<file path="src/rtl/fetch5_core.sv">
module fetch5_core #(
  parameter int DW = 16,
  parameter int AW = 6
) (
  input  logic          clk,
  input  logic          rst,
  output logic [AW-1:0] mem_addr,
  input  logic [DW-1:0] mem_rdata,
  output logic [2:0]    phase,
  output logic          halted,
  output logic          zero,
  output logic          wb_valid,
  output logic [1:0]    wb_reg,
  output logic [DW-1:0] wb_value
);
  localparam int HW = DW / 2;
  localparam logic [2:0] S_FE = 3'd0, S_DE = 3'd1, S_AL = 3'd2, S_ME = 3'd3, S_WB = 3'd4;
  localparam logic [2:0] F_ADD = 3'd1, F_MOV = 3'd2, F_LD = 3'd3, F_HLT = 3'd7;

  logic [DW-1:0] rf [4];
  logic [DW-1:0] ir, op_a, op_b, res;
  logic [AW-1:0] pc, mar;

  wire       bm   = ir[15];
  wire [2:0] fn   = ir[14:12];
  wire [2:0] dsel = ir[11:9];
  wire [2:0] ssel = ir[8:6];
  wire [5:0] imm  = ir[5:0];

  wire writes = (fn == F_ADD) || (fn == F_MOV) || (fn == F_LD);
  wire narrow = dsel[2] | bm;
  wire [DW-1:0] dst_old = rf[dsel[1:0]];

  function automatic logic [DW-1:0] view(input logic [DW-1:0] w, input logic [2:0] sel,
                                         input logic bmode);
    if (sel[2]) return {{HW{1'b0}}, w[DW-1:HW]};
    if (bmode)  return {{HW{1'b0}}, w[HW-1:0]};
    return w;
  endfunction

  assign mem_addr = (phase == S_ME) ? mar : pc;
  assign wb_valid = (phase == S_WB) && writes;
  assign wb_reg   = dsel[1:0];
  assign wb_value = dsel[2] ? {res[HW-1:0], dst_old[HW-1:0]} :
                    bm      ? {dst_old[DW-1:HW], res[HW-1:0]} : res;

  wire res_zero = narrow ? (res[HW-1:0] == '0) : (res == '0);

  always_ff @(posedge clk) begin
    if (rst) begin
      phase  <= S_FE;
      pc     <= '0;
      mar    <= '0;
      halted <= 1'b0;
      zero   <= 1'b0;
      ir     <= '0;
      op_a   <= '0;
      op_b   <= '0;
      res    <= '0;
      for (int i = 0; i < 4; i++) rf[i] <= '0;
    end else begin
      case (phase)
        S_FE: if (!halted) begin
          if (mem_rdata[14:12] == F_HLT) halted <= 1'b1;
          else begin
            ir    <= mem_rdata;
            pc    <= pc + 1'b1;
            phase <= S_DE;
          end
        end
        S_DE: begin
          op_a  <= view(rf[dsel[1:0]], dsel, bm);
          op_b  <= view(rf[ssel[1:0]], ssel, bm);
          phase <= S_AL;
        end
        S_AL: begin
          case (fn)
            F_ADD:   res <= op_a + op_b;
            F_MOV:   res <= {{(DW-6){1'b0}}, imm};
            F_LD:    mar <= AW'(imm);
            default: ;
          endcase
          phase <= S_ME;
        end
        S_ME: begin
          if (fn == F_LD) res <= mem_rdata;
          phase <= S_WB;
        end
        S_WB: begin
          if (writes) rf[dsel[1:0]] <= wb_value;
          if (fn == F_ADD) zero <= res_zero;
          phase <= S_FE;
        end
        default: phase <= S_FE;
      endcase
    end
  end
endmodule

</file>
<file path="config.mk">
export PLATFORM = sky130hd
export DESIGN_NAME = fetch5_core
export DESIGN_NICKNAME = d
export VERILOG_FILES = /design/src/rtl/fetch5_core.sv
export SDC_FILE = /design/constraint.sdc
export NUM_CORES = 1
export LEC_CHECK = 0
export BUFFER_PORTS_ARGS = -buffer_cell sky130_fd_sc_hd__buf_2
export CORE_MARGIN = 4
export CORE_UTILIZATION = 60
export CTS_CLUSTER_DIAMETER = 50
export DETAILED_ROUTE_END_ITERATION = 6
export GPL_TIMING_DRIVEN = 0
export PLACE_DENSITY = 0.79
export SKIP_CTS_REPAIR_TIMING = 1
export SLEW_MARGIN = 30
export SYNTH_ARGS = -nofsm -noshare
export SYNTH_HDL_FRONTEND = slang
export SYNTH_SLANG_ARGS = --single-unit
</file>
<file path="constraint.sdc">
create_clock -name clk -period 3 [get_ports clk]
set_input_delay 0.3 -clock clk [delete_from_list [all_inputs] [get_ports clk]]
set_output_delay 0.3 -clock clk [all_outputs]
set_load 0.1 [all_outputs]
</file>
==> results of run 1 <==
==> cell families (layout without fill, tap and decap cells) <==
| group | after synthesis | after routing | synth area share |
|---|---|---|---|
| AOI/OAI and AO/OA | 146 | 146 | 0.125 |
| xor gates and xnor gates | 10 | 10 | 0.0113 |
| adders and majority gates | 17 | 17 | 0.0284 |
| DFF | 149 | 149 | 0.468 |
| buffers and inverters | 75 | 153 | 0.0444 |
| muxes | 76 | 76 | 0.150 |
| and+or+nand+nor | 293 | 293 | 0.174 |
==> power by group through the flow <==
stage               clock, mW  combinational [mW]  sequential (mW)
floorplan                   0                1.08             2.40
global placement            0                1.42             2.39
detailed placement          0                1.45             2.40
CTS                      2.01                1.46             2.36
global route             2.11                1.59             2.39
finish                   2.01                1.49             2.38
==> synth_stat cells, drive strengths merged (18+ instances only) <==
master / instances / area share
o21ai: 19 / 0.012
a21oi: 49 / 0.033
mux4: 32 / 0.093
a211oi: 20 / 0.019
nor2: 143 / 0.072
dfxtp: 85 / 0.22
edfxtp: 64 / 0.25
mux2i: 44 / 0.057
nand2: 80 / 0.040
clkbuf: 24 / 0.012
inv: 18 / 0.0087
buf: 33 / 0.024
==> routing by layer <==
layer	track usage	vias to the layer above	wire length, um
met4	0.114	0	859
met1	0.391	3056	8620
li1	-	2917	-
met5	0	-	0
met2	0.508	328	10700
met3	0.0766	69	1790
==> area by class of cell <==
| type | count | area share |
|---|---|---|
| Multi-Input combinational cell | 542 | 0.434 |
| Sequential cell | 149 | 0.412 |
| Clock buffer | 24 | 0.0550 |
| Buffer | 56 | 0.0314 |
| Timing Repair Buffer | 47 | 0.0279 |
| Tap cell | 172 | 0.0244 |
| Clock inverter | 8 | 0.00767 |
| Inverter | 18 | 0.00767 |
==> path summary, 6_finish.rpt <==
| check | endpoint | start | slack, ps | cells past startpoint |
|---|---|---|---|---|
| worst min register to register | ir[6]$_SDFFE_PP0P_ | ir[6]$_SDFFE_PP0P_ | 470 | 2 |
| worst max-delay path | wb_value[3] | flop | 130 | 6 |
| worst min-delay path | ir[5]$_SDFFE_PP0P_ | mem_rdata[5] | 140 | 3 |
| worst max register to register | rf[1][2]$_SDFFCE_PN0P_ | phase[1]$_SDFFE_PP0P_ | 210 | 6 |
==> worst min-delay path: cells and delay by family <==
family	cells	cell delay (ps)
buffers and inverters	1	110
and+or+nand+nor	1	50
AOI/OAI and AO/OA	1	50
==> metrics by stage <==
stage                     utilization  cells  hold slack (ps)  area, um^2
after floorplan                     -    766              436        7750
after global placement          0.650    984              445        8200
after detailed placement        0.650    984              461        8200
after CTS                       0.693   1016              130        8750
after global routing            0.698   1016              130        8800
final                           0.698   1016              135        8800
==> registers in the layout (all words and copies together) (netlist names), named ones only <==
register / count
phase: 3
pc: 6
halted: 1
op_b: 16
ir: 16
mar: 6
zero: 1
op_a: 16
rf: 64
res: 16
==> metrics.md, run 1 <==
| Metric | Value |
|---|---|
| Status | `complete, but fails checks` |
| Failing checks | `design-rule violations` |
| Final hold vios | `0` |
| Crit-path cells | `clkbuf_4 > buf_6 > mux4_2 > mux2i_1 > inv_1 > buf_2` |
| DR vias | `6370` |
| Worst Hold Class | `in -> reg` |
| Pwr Total | `5.88 mW` |
| Initial detailed-routing violation count | `729` |
| First-pass GRT wire length | `34300 um` |
| Wirelength per Cell | `21.6 um` |
| Sequential cell area | `3630 um^2` |
| Fill cells | `955` |
| Int Pwr | `3.85 mW` |
| Initial Utilization | `0.614` |
| Commonest cells after routing, fill and taps aside | `nor2_1, dfxtp_1, nand2_1` |
| Initial antenna violation count | `0` |
| Setup violations, final | `0` |
| Grt total ovfl | `0` |
| Synth Register Bits | `149` |
| Synthesized area per cell | `10.1 um^2` |
| EDFF count, synth | `64` |
| Net Count, Synth | `801` |
| Combinational share of power | `0.253` |
| Max Fclk | `0.348 GHz` |
| Register area share after synthesis | `0.468` |
| Synth Warn # | `0` |
| Routed WL | `22000 um` |
| Fin crit period | `2870 ps` |
| Place WS | `194 ps` |
| Post-Syn Area | `7750 um^2` |
| Least-Margin Pin Slew | `873 ps` |
| Final worst-path cycle share | `0.957` |
| Slew headroom | `0.418` |
| CTS tree | `done` |
| Crit path max-delay cell type | `mux4_2` |
| Antenna diode count | `0` |
| Vias in the first global route | `6230` |
| Top FF cell, synth | `dfxtp_1` |
| Gate Count Post-Synth | `766` |
| Worst-path clk slew | `60 ps` |
| Max IR drop VDD | `0.683 mV` |
| Leakage Power | `3.50 nW` |
| Setup ws final | `130 ps` |
| Net Switching | `2.03 mW` |
| # IOs | `48` |
| Switching Fraction | `0.345` |
| Max-slew violation count | `0` |
| CTS Buf Count | `17` |
| # H-tree levels | `4` |
| CP bufs+invs | `4` |
| CP Max Fanout | `10` |
| Final Skew | `9.71 ps` |
| Clock Tree Buf Depth | `2` |
| Area growth, synth to finish | `13.6%` |
| Clk root buf | `clkbuf_16` |
| Die Area | `14800 um^2` |
| CP top delay family | `multiplexers` |
| Ys async rst share | `0` |
| GRT Overall Usage | `0.307` |
| Worst-Skew Late Latency | `430 ps` |
| Power density relative to cell area | `667 nW/um^2` |
| Port Buffers | `46` |
| Share of layout cells above drive strength 1 | `0.206` |
| Seq pwr share | `0.404` |
| Critical Path RT | `2700 ps` |
| Nets | `866` |
| Die width | `122 um` |
| Post-DP HPWL | `16300 um` |
| Clock Power Share | `0.342` |
| Netlist cell types | `63` |
| Number of nets with antenna violations after routing | `0` |
| Clk sinks | `149` |
| Commonest non-fill, non-tap cell in the layout | `nor2_1` |
| Area of the multi-input gates | `3820 um^2` |
| Setup TNS | `0 ps` |
| Critical Path AT | `2570 ps` |
| Setup crit start kind | `flop` |
| Slowest stage delay, CP | `540 ps` |
| Crit path kind | `reg -> out` |
| Max Cap Viol | `0` |
| Core area | `12600 um^2` |
| Die Y | `122 um` |
| Detailed Routing Iterations Pass 1 | `7` |
| Largest net degree at the start of global routing | `17` |
| Gpl congestion | `0.907` |
| Vias per Instance | `6.27` |
| # DRC | `5` |
| Crit end category | `output port` |
| Row cnt | `41` |
(Power assumes the default switching activity.)
==> inputs of run 2 (changes only) <==
clock period = 3.25 ns   (was 3 ns; I/O delays follow)
==> run 2 against run 1 <==
  * The run now ends clean
  * Critical endpoint is now wb_value[13]
  * Critical path type unchanged
  * Setup slack improved by 77 ps
  * Routed wire length fell by 1.5%
  * Worst hold slack better by 26 ps
  * Clock skew barely moved
  * Combinational power shrank 9%
  * Via count increased by 0.47%
==> metrics.md, run 2 (same netlist as run 1, synthesis figures left out) <==
| Metric | Value |
|---|---|
| Reg-to-Reg End | `rf[1][5]$_SDFFCE_PN0P_` |
| Initial detailed-routing violation count | `627` |
| Critical Path AT | `2720 ps` |
| Largest net degree at the start of global routing | `17` |
| Setup violations, final | `0` |
| Commonest cells after routing, fill and taps aside | `nor2_1, dfxtp_1, nand2_1` |
| Area growth, synth to finish | `13.3%` |
| Area of the multi-input gates | `3790 um^2` |
| Clock Tree Buf Depth | `2` |
| Crit-path cells | `buf_2 > mux4_2 > mux2i_1 > nor2_1 > a21oi_1 > inv_1 > buf_2` |
| Core area | `12600 um^2` |
| Die Y | `122 um` |
| Antenna diode count | `0` |
| Max reg flops | `64` |
| DR vias | `6400` |
| Worst Hold Depth | `3` |
| # IOs | `48` |
| Initial Utilization | `0.614` |
| Detailed Routing Iterations Pass 1 | `6` |
| Most flops, register | `rf` |
| Cells on worst reg2reg path | `6` |
| CTS tree | `done` |
| Fin crit period | `3040 ps` |
| Worst Hold Class | `in -> reg` |
| Slew headroom | `0.446` |
| Max IR drop VDD | `0.535 mV` |
| CTS Buf Count | `17` |
| Grt total ovfl | `0` |
| CP Max Fanout | `7` |
| Max Fclk | `0.329 GHz` |
| First-pass GRT wire length | `34700 um` |
| Final Skew | `9.94 ps` |
| # DRC | `0` |
| Clk sinks | `149` |
| Number of nets with antenna violations after routing | `0` |
| Die width | `122 um` |
| Final hold vios | `0` |
| Hold worst-path end | `ir[2]$_SDFFE_PP0P_` |
| Unrepaired setup endpoints after global routing | `no` |
| Gpl congestion | `0.940` |
| Flop2flop setup slack | `470 ps` |
| Die Area | `14800 um^2` |
| Commonest non-fill, non-tap cell in the layout | `nor2_1` |
| Slowest stage delay, CP | `620 ps` |
| Crit path kind | `reg -> out` |
| Final worst-path cycle share | `0.936` |
| Share of layout cells above drive strength 1 | `0.190` |
| Setup crit start kind | `flop` |
| Clk root buf | `clkbuf_16` |
| Hold path start | `mem_rdata[2]` |
| Status | `complete, no violations` |
| Worst-Skew Late Latency | `420 ps` |
| Place WS | `430 ps` |
| Row cnt | `41` |
| Worst Hold Margin | `161 ps` |
| Setup TNS | `0 ps` |
| Initial antenna violation count | `0` |
| Worst-path clk slew | `60 ps` |
| Crit end category | `output port` |
| GRT Overall Usage | `0.310` |
| Fill cells | `999` |
| Vias in the first global route | `6249` |
| Post-DP HPWL | `16600 um` |
| Routed WL | `21700 um` |
| Setup ws final | `207 ps` |
| Reg2reg start | `phase[1]$_SDFFE_PP0P_` |
| CP dominant cell by count | `buf_2` |
| Port Buffers | `46` |
| Least-Margin Pin Slew | `831 ps` |
| Leakage Power | `3.49 nW` |
| Nets | `866` |
| Sequential cell area | `3620 um^2` |
| Max Cap Viol | `0` |
| Vias per Instance | `6.30` |
| Critical Path RT | `2920 ps` |
| Crit path max-delay cell type | `mux4_2` |
| Wirelength per Cell | `21.3 um` |
| Power density relative to cell area | `625 nW/um^2` |
| Max-slew violation count | `0` |
| # H-tree levels | `4` |
run 2: stage by stage:
stage	area [um^2]	power (mW)	cells	util
after floorplan	7750	3.21	766	-
after global placement	8200	3.52	984	0.649
after detailed placement	8200	3.56	984	0.649
after CTS	8770	5.47	1016	0.695
after global routing	8780	5.69	1016	0.696
final	8780	5.48	1016	0.696
run 2: critical path: cells and delay by family (launching register included):
kind,cells,cell delay (ps)
mux,2,810
buf+inv,3,630
compound gates,1,480
flops,1,310
simple gates,1,60
run 2: layout make-up:
| class | instances | area share |
|---|---|---|
| repair buffers | 46 | 0.0262 |
| inverters | 18 | 0.00770 |
| well taps | 172 | 0.0245 |
| clock inverters | 13 | 0.0164 |
| multi-input cells | 542 | 0.431 |
| flip-flops and latches | 149 | 0.413 |
| plain buffers | 57 | 0.0315 |
| clock buffers | 19 | 0.0493 |
run 2: how the worst max path moves through the flow:
stage / from / endpoint / slack (ps) / cells after the start
after floorplan: phase[0]$_SDFFE_PP0P_ / mem_addr[0] / 180 / 7
after global routing: flop / wb_value[14] / 6 / 8
after global placement: phase[1]$_SDFFE_PP0P_ / rf[1][3]$_SDFFCE_PN0P_ / 540 / 6
after CTS: flop / wb_value[14] / 200 / 8
final: flop / wb_value[13] / 210 / 7
after detailed placement: phase[1]$_SDFFE_PP0P_ / rf[1][3]$_SDFFCE_PN0P_ / 430 / 6
run 2: metal layers:
| metal | part of all wire | up-vias | track usage | wire length [um] |
|---|---|---|---|---|
| li1 | - | 2911 | - | - |
| met1 | 0.39 | 3057 | 0.393 | 8470 |
| met2 | 0.48 | 363 | 0.499 | 10400 |
| met3 | 0.079 | 69 | 0.0757 | 1710 |
| met4 | 0.051 | 0 | 0.152 | 1110 |
| met5 | 0 | - | 0 | 0 |
run 2: report_power, final:
part	switching, mW	internal (mW)	leakage, nW
logic	0.950	0.406	1.86
registers	0.109	2.08	1.36
clock network	0.799	1.14	0.275
total	1.86	3.62	3.49
==> inputs of run 3 (changes only) <==
ABC_AREA = 1   (was not set)
==> run 3 against run 2 <==
  * Synthesized cell count grew 39%
  * Final cell count grew 29%
  * Via count grew 19%
  * First-iteration DRC count grew 93%
  * Register-to-register slack gained 210 ps
  * Total power grew 1.5%
  * Worst hold slack lost 20 ps
  * Final area grew 1.8%
  * Critical path depth shrank 1
  * Die area grew 1.8%
  * Sequential share of layout area shrank 0.74 points
  * Highest routed layer unchanged
==> metrics.md, run 3 <==
| Metric | Value |
|---|---|
| Grt total ovfl | `0` |
| Commonest cells after routing, fill and taps aside | `nand2_1, nor2_1, inv_1` |
| Max Fclk | `0.355 GHz` |
| Least-Margin Pin Slew | `893 ps` |
| Leakage Power | `4.07 nW` |
| Top cell type's share of synthesized area | `0.243` |
| Final hold vios | `0` |
| Die width | `123 um` |
| Area of the multi-input gates | `3610 um^2` |
| Max reg flops | `64` |
| Critical Path AT | `2490 ps` |
| Core area | `12800 um^2` |
| Slew headroom | `0.403` |
| Initial detailed-routing violation count | `1207` |
| # H-tree levels | `4` |
| Nets | `1165` |
| Gate Count Post-Synth | `1063` |
| Post-Syn Area | `7900 um^2` |
| CTS tree | `done` |
| Number of nets with antenna violations after routing | `0` |
| Critical Path RT | `2920 ps` |
| Final Skew | `8.53 ps` |
| Worst-path clk slew | `60 ps` |
| Post-DP HPWL | `17800 um` |
| Gpl congestion | `0.977` |
| Pwr Total | `5.56 mW` |
| Port Buffers | `47` |
| Post-layout util | `0.699` |
| Row cnt | `41` |
| Final worst-path cycle share | `0.866` |
| GRT Overall Usage | `0.336` |
| Setup violations, final | `0` |
| Max IR drop VDD | `0.541 mV` |
| First-pass GRT wire length | `37800 um` |
| # DRC | `0` |
| Crit end category | `output port` |
| Vias in the first global route | `6973` |
| Worst-Skew Late Latency | `440 ps` |
| Crit path kind | `reg -> out` |
| Netlist cell types | `39` |
| Top post-synthesis cells by count | `nand2_1, nor2_1, o21ai_0, inv_1, a21oi_1` |
| Fill cells | `1092` |
| EDFF count, synth | `64` |
| Sequential cell area | `3620 um^2` |
| Area growth, synth to finish | `13.1%` |
| Initial Utilization | `0.618` |
| Detailed Routing Iterations Pass 1 | `7` |
| Synth Warn # | `0` |
| Setup crit start kind | `flop` |
| Vias per Instance | `5.81` |
| Fin crit period | `2810 ps` |
| Clk sinks | `149` |
| Share of layout cells above drive strength 1 | `0.109` |
| Die Area | `15100 um^2` |
| Most flops, register | `rf` |
| # IOs | `48` |
| Most common cell in the synthesized netlist | `nand2_1` |
| Max Cap Viol | `0` |
| Clk root buf | `clkbuf_16` |
| Top FF cell, synth | `dfxtp_1` |
| CP Max Fanout | `10` |
| Synth area leader | `edfxtp_1` |
| Clock Tree Buf Depth | `2` |
| Die Y | `123 um` |
| Initial antenna violation count | `0` |
| Register area share after synthesis | `0.459` |
| Power density relative to cell area | `623 nW/um^2` |
| Antenna diode count | `0` |
| Routed WL | `24300 um` |
| Net Count, Synth | `1098` |
| Wirelength per Cell | `18.5 um` |
| Largest cells by area after synthesis | `edfxtp_1, dfxtp_1, nand2_1` |
| Status | `complete, no violations` |
| Synthesized area per cell | `7.43 um^2` |
| Ys async rst share | `0` |
| CTS Buf Count | `17` |
| Largest net degree at the start of global routing | `17` |
| Synth Register Bits | `149` |
| DR vias | `7642` |
| Commonest non-fill, non-tap cell in the layout | `nand2_1` |
| Unrepaired setup endpoints after global routing | `no` |
| Worst Hold Class | `in -> reg` |
| Max-slew violation count | `0` |
## run 3: kinds of logic after synthesis
| group | share of synthesized area |
|---|---|
| flops | 0.459 |
| simple gates | 0.258 |
| xor+xnor | 0.00444 |
| fa+ha+maj | 0.0279 |
| compound gates | 0.165 |
| buf+inv | 0.0866 |
## run 3: report_power, final
group	total, mW	internal, mW	switching, mW
logic	1.51	0.349	1.16
clock network	1.87	1.06	0.808
registers	2.19	2.08	0.111
## run 3: routing by layer
metal | GRT usage | part of all wire | vias up
met5 | 0 | 0 | -
met4 | 0.128 | 0.034 | 0
met3 | 0.0797 | 0.12 | 75
met2 | 0.504 | 0.44 | 476
met1 | 0.472 | 0.41 | 3443
li1 | - | - | 3648
## run 3: layout make-up
class | instances | share of cell area
Multi-Input combinational cell | 746 | 0.404
Inverter | 120 | 0.0507
Tap cell | 172 | 0.0241
Clock buffer | 18 | 0.0480
Buffer | 48 | 0.0259
Timing Repair Buffer | 48 | 0.0280
Sequential cell | 149 | 0.406
Clock inverter | 14 | 0.0141
## run 3: path summary, 6_finish.rpt
kind                             end  slack, ps                start  depth (start not counted)
max                     wb_value[10]        440                 flop                          6
min               ir[3]$_SDFFE_PP0P_        140         mem_rdata[3]                          3
max reg2reg  rf[2][10]$_SDFFCE_PN0P_        680  ir[12]$_SDFFE_PP0P_                         10
min reg2reg      halted$_SDFFE_PP0P_        470  halted$_SDFFE_PP0P_                          2
## run 3: critical path, cell delays in order, from the launching register on
cell and delay [ps]:
dfxtp_1 370, clkbuf_1 450, nor2_1 110, o22ai_1 440, nand2_1 90, nand2_1 140, buf_2 450
## run 3: per-stage QoR
step	TNS, ps	worst slack, ps	cell area, um^2	std cells	hold slack (ps)
6_report	0	436	8930	1315	141
2_1_floorplan	-239	-47.8	7900	1063	445
5_1_grt	0	288	8930	1315	147
4_1_cts	0	503	8930	1315	131
3_3_place_gp	-7530	-471	8350	1282	451
3_5_place_dp	0	720	8380	1283	458
